<file path="src/rtl/gar_pkg.sv">
package gar_pkg;
  localparam int ADDR_W = 5;
  localparam int CMD_W  = 8;
  localparam int GRP_LO = ADDR_W;
  localparam int GRP_HI = ADDR_W + 1;
  localparam logic [ADDR_W-1:0] ADDR_NONE = '1;
  localparam logic [1:0] GRP_LISTEN = 2'b01;
  localparam logic [1:0] GRP_TALK   = 2'b10;

  typedef enum logic [2:0] {
    CMD_NONE,
    CMD_MY_LISTEN,
    CMD_UNLISTEN,
    CMD_MY_TALK,
    CMD_UNTALK,
    CMD_OTHER_TALK
  } cmd_kind_e;

  // Classify the low GRP_HI+1 bits of a command byte against the switch.
  function automatic cmd_kind_e classify(logic [GRP_HI:0] b, logic [ADDR_W-1:0] sw);
    logic [1:0]        grp;
    logic [ADDR_W-1:0] a;
    logic              sw_ok;
    cmd_kind_e         k;
    grp   = b[GRP_HI:GRP_LO];
    a     = b[ADDR_W-1:0];
    sw_ok = (sw != ADDR_NONE);
    k     = CMD_NONE;
    if (grp == GRP_LISTEN) begin
      if (a == ADDR_NONE)          k = CMD_UNLISTEN;
      else if (sw_ok && a == sw)   k = CMD_MY_LISTEN;
    end else if (grp == GRP_TALK) begin
      if (a == ADDR_NONE)          k = CMD_UNTALK;
      else if (sw_ok && a == sw)   k = CMD_MY_TALK;
      else                         k = CMD_OTHER_TALK;
    end
    return k;
  endfunction
endpackage

</file>
<file path="src/rtl/gar_cmd_decode.sv">
module gar_cmd_decode
  import gar_pkg::*;
(
  input  logic              cmd_valid,
  input  logic              atn,
  input  logic [CMD_W-1:0]  cmd_byte,
  input  logic [ADDR_W-1:0] addr_sw,
  output cmd_kind_e         kind
);
  logic take;
  logic unused_hi_bits;

  assign take           = cmd_valid & atn;
  assign unused_hi_bits = ^cmd_byte[CMD_W-1:GRP_HI+1];
  assign kind           = take ? classify(cmd_byte[GRP_HI:0], addr_sw) : CMD_NONE;
endmodule

</file>
<file path="src/rtl/gar_addr_flags.sv">
module gar_addr_flags
  import gar_pkg::*;
(
  input  logic      clk,
  input  logic      rst_n,
  input  cmd_kind_e kind,
  output logic      listen_q,
  output logic      talk_q
);
  always_ff @(posedge clk) begin
    if (!rst_n) begin
      listen_q <= 1'b0;
      talk_q   <= 1'b0;
    end else begin
      case (kind)
        CMD_MY_LISTEN:              listen_q <= 1'b1;
        CMD_UNLISTEN:               listen_q <= 1'b0;
        CMD_MY_TALK:                talk_q   <= 1'b1;
        CMD_UNTALK, CMD_OTHER_TALK: talk_q   <= 1'b0;
        default: ;
      endcase
    end
  end
endmodule

</file>
<file path="src/rtl/gar_ready_edge.sv">
module gar_ready_edge (
  input  logic clk,
  input  logic rst_n,
  input  logic talk_q,
  input  logic atn,
  output logic ready_pulse
);
  logic open_now;
  logic open_q;

  assign open_now = talk_q & ~atn;

  always_ff @(posedge clk) begin
    if (!rst_n) begin
      open_q      <= 1'b0;
      ready_pulse <= 1'b0;
    end else begin
      open_q      <= open_now;
      ready_pulse <= open_now & ~open_q;
    end
  end
endmodule

</file>
<file path="src/rtl/gpib_addr_recognizer.sv">
module gpib_addr_recognizer
  import gar_pkg::*;
(
  input  logic              clk,
  input  logic              rst_n,
  input  logic              cmd_valid,
  input  logic [CMD_W-1:0]  cmd_byte,
  input  logic              atn,
  input  logic [ADDR_W-1:0] addr_sw,
  output logic              listen_on,
  output logic              talk_req,
  output logic              listen_lamp,
  output logic              talk_lamp,
  output logic              talk_ready
);
  cmd_kind_e dec_kind;
  logic      listen_q;
  logic      talk_q;

  gar_cmd_decode i_dec (
    .cmd_valid (cmd_valid),
    .atn       (atn),
    .cmd_byte  (cmd_byte),
    .addr_sw   (addr_sw),
    .kind      (dec_kind)
  );

  gar_addr_flags i_flags (
    .clk      (clk),
    .rst_n    (rst_n),
    .kind     (dec_kind),
    .listen_q (listen_q),
    .talk_q   (talk_q)
  );

  gar_ready_edge i_ready (
    .clk         (clk),
    .rst_n       (rst_n),
    .talk_q      (talk_q),
    .atn         (atn),
    .ready_pulse (talk_ready)
  );

  assign listen_on   = listen_q;
  assign listen_lamp = listen_q;
  assign talk_req    = talk_q;
  assign talk_lamp   = talk_q;
endmodule

</file>
<file path="config.mk">
export PLATFORM = sky130hd
export DESIGN_NAME = gpib_addr_recognizer
export DESIGN_NICKNAME = d
export VERILOG_FILES = /design/src/rtl/gar_pkg.sv /design/src/rtl/gar_cmd_decode.sv /design/src/rtl/gar_addr_flags.sv /design/src/rtl/gar_ready_edge.sv /design/src/rtl/gpib_addr_recognizer.sv
export SDC_FILE = /design/constraint.sdc
export NUM_CORES = 1
export LEC_CHECK = 0
export BUFFER_PORTS_ARGS = -buffer_cell sky130_fd_sc_hd__buf_2
export CORE_AREA = 2 2 39 41
export CTS_CLUSTER_DIAMETER = 50
export DETAILED_ROUTE_END_ITERATION = 12
export DIE_AREA = 0 0 41 43
export SYNTH_ARGS = -nofsm -noshare
export SYNTH_HDL_FRONTEND = slang
export SYNTH_HIERARCHICAL = 1
export SYNTH_SLANG_ARGS = --single-unit
export TNS_END_PERCENT = 1
</file>
<file path="constraint.sdc">
create_clock -name clk -period 3.4 [get_ports clk]
set_clock_uncertainty 0.1 [all_clocks]
set_input_delay 0.34 -clock clk [delete_from_list [all_inputs] [get_ports clk]]
set_output_delay 0.34 -clock clk [all_outputs]
set_load 0.02 [all_outputs]
</file>
==> results.py <==
metrics = {
    "global_route": {
        "busiest_layer": "met2",
        "grt_use_met3": 0,
        "grt_max_degree": 6,
        "grtUsageMet1": 0.0952,
        "grt_pass1_wl_um": 1040,
        "grt_pass1_vias": 292,
        "use_met2": 0.131,
        "grt_overflow": 0,
        "track_usage": 0.0900,
        "antenna_found_initial": 0,
    },
    "floorplan": {
        "die_y_um": 43,
        "core-area_um2": 1380,
        "die-area_um2": 1760,
        "rows": 14,
        "start_util": 0.206,
        "io_pins": 22,
        "fp.dieW_um": 41,
    },
    "cts": {
        "clkTransAtPathRegs_ns": 0.04,
        "cts_max_level": 1,
        "cts_resized": 0,
        "cts_hold_buf": 0,
        "root_buffer": "clkbuf_4",
        "clkSinkCount": 4,
        "cts_tree": "done",
        "cts_made_buffers": 3,
        "clock_path_buffers": 2,
        "post-cts-setup-buffers": 0,
        "clock_latency_ns": 0.23,
    },
    "critical_path": {
        "crit_fanout": 4,
        "reg2reg_depth": 2,
        "crit_path_top_delay_cell": "o22ai_1",
        "r2r_end": "i_flags/talk_q",
        "path_common_cell": "o21ai_1",
        "cp.required_ns": 3.42,
        "r2r_slack_ns": 2.63,
        "end_kind": "flip-flop",
        "worstPathCellList": "buf_2 -> xor2_1 -> nor4_1 -> o21ai_1 -> o22ai_1 -> inv_1 -> o21ai_1 -> a21boi_1",
        "critPathMaxStageDelay_ns": 0.28,
        "r2r_start": "i_flags/talk_q",
        "endpoint": "i_flags/listen_q",
        "worstPathArrival_ns": 1.55,
        "worstSetupPathType": "input pin to flip-flop",
        "startpoint": "addr_sw[3]",
        "start_kind": "input pin",
    },
    "power": {
        "peakVddDrop_v": 0.0000434,
        "leakagePower_nw": 0.199,
        "power_density_nw_per_um2": 310,
    },
    "timing": {
        "tightest_slew_ns": 0.296,
        "slew_viol_final": 0,
        "fin_crit_sh": 0.453,
        "slew_headroom": 0.802,
        "setup_viol": 0,
        "tns_ns": 0,
        "fmaxAchievable_ghz": 0.650,
        "hold_viol": 0,
        "rsz0062_at_grt": "no",
        "finalCriticalPeriod_ns": 1.54,
    },
    "min_path": {
        "hp-start": "rst_n",
        "hp-class": "input pin to flip-flop",
    },
    "layout": {
        "antenna-diode-count": 0,
        "area_growth_pct": 44.7,
        "drive_gt1_frac": 0.436,
        "n_fill_cell": 156,
        "fin_nets": 74,
        "instances_no_fill": 71,
        "final_area_um2": 413,
    },
    "placed_design": {
        "placed_cell_area_um2": 390,
        "dpl.cell_count": 68,
        "gp_congestion": 0.641,
        "hpwl_um": 551,
        "io_buffers": 20,
    },
    "route": {
        "wl_um": 656,
        "vias": 316,
        "wl_per_cell_um": 9.24,
        "viasPerCell": 4.45,
        "drt-pass1-iter-count": 2,
        "drt_iter0_markers": 3,
        "drc_errors": 0,
        "ant_nets": 0,
    },
    "synth": {
        "syn_area_um2": 285,
        "syn_nets": 51,
        "ys_seq_area_frac": 0.281,
        "synth_edf_count": 0,
        "synth-main-ff-cell": "dfxtp_1",
        "synth_warnings": 6,
        "syn_inst": 34,
        "avgSynthCellArea_um2": 8.39,
        "async_flop_share": 0,
        "yosys_register_bits": 4,
        "yosysUniqueCellTypes": 19,
    },
    "status": {
        "status": "finished, final reports clean",
    },
    "job": {
        "max_cap_violations": 0,
    },
}
[cells in the mapped netlist (all sizes together), types with 2 or more instances]
library cell / count / area (µm²)
o22ai: 2 / 18.8
o21ai: 4 / 20.0
a21boi: 2 / 15.0
xor2: 4 / 35.0
and3: 2 / 12.5
buf: 2 / 15.0
nor2: 2 / 7.51
inv: 2 / 7.51
nand3: 2 / 10.0
nand4b: 2 / 17.5
dfxtp: 4 / 80.1
[critical path, delay by kind of cell]
family,cells,cell delay [ns]
AO/OA/AOI/OAI,4,0.64
XOR/XNOR,1,0.15
AND/OR/NAND/NOR,1,0.25
buffers and inverters,2,0.18
[flip-flops by register name, summed over array words and instances (netlist names)]
name                 count
i_flags/listen_q         1
i_flags/talk_q           1
i_ready/open_q           1
i_ready/ready_pulse      1
[cell type report]
| class | instances | area (µm²) | area share |
|---|---|---|---|
| Sequential cell | 4 | 80.1 | 0.194 |
| Timing Repair Buffer | 20 | 100 | 0.242 |
| Tap cell | 16 | 20.0 | 0.0485 |
| Clock buffer | 3 | 22.5 | 0.0545 |
| Multi-Input combinational cell | 26 | 183 | 0.442 |
| Inverter | 2 | 7.51 | 0.0182 |
[how the worst min path moves through the flow]
stage                            end  slack (ns)  depth (start not counted)
detailed placement  i_flags/listen_q        0.41                          2
global route        i_flags/listen_q        0.30                          2
finish                i_ready/open_q        0.29                          2
global placement    i_flags/listen_q        0.40                          2
CTS                   i_ready/open_q        0.28                          2
floorplan           i_flags/listen_q        0.39                          1
[metal layers]
metal  vias to the layer above  routed length (µm)
li1                        167                   -
met1                       132                 266
met2                        15                 324
met3                         2                  52
met4                         0                  13
met5                         -                   0
[through the flow]
stage,setup WS (ns),total power [mW],hold WS (ns),util
3_3_place_gp,1.66,0.0717,0.399,0.282
5_1_grt,1.73,0.137,0.299,0.298
2_1_floorplan,1.86,0.0589,0.393,-
4_1_cts,1.87,0.133,0.278,0.298
3_5_place_dp,1.63,0.0721,0.406,0.282
6_report,1.86,0.128,0.288,0.298
[kinds of logic (layout without fill, tap and decap cells)]
| logic type | after synthesis | after routing | synth area share |
|---|---|---|---|
| AND/OR/NAND/NOR | 13 | 13 | 0.298 |
| AO/OA/AOI/OAI | 9 | 9 | 0.219 |
| XOR/XNOR | 4 | 4 | 0.123 |
| flip-flops | 4 | 4 | 0.281 |
| buffers and inverters | 4 | 25 | 0.0789 |
[power breakdown]
| group | switching [mW] | internal (mW) |
|---|---|---|
| Combinational | 0.0111 | 0.0120 |
| Sequential | 0.000380 | 0.0477 |
| Clock | 0.0175 | 0.0394 |
| Total | 0.0290 | 0.0990 |
[cell usage in the layout (no fill, tap or decap)]
cell type | Yosys | layout
nor2b_1 | 1 | 1
nand2_1 | 1 | 1
a21boi_1 | 2 | 2
and4bb_1 | 1 | 1
o22ai_2 | 1 | 1
nand4b_1 | 2 | 2
dfxtp_1 | 4 | 4
and3b_1 | 1 | 1
and3_1 | 2 | 2
o21ai_1 | 3 | 3
o21ai_0 | 1 | 1
nor4_1 | 1 | 1
o22ai_1 | 1 | 1
clkbuf_4 | 0 | 3
a41oi_1 | 1 | 1
nand3_1 | 2 | 2
xor2_1 | 4 | 4
buf_2 | 0 | 20
inv_1 | 2 | 2
nor2_1 | 2 | 2
Power figures use the tool's default switching activity.
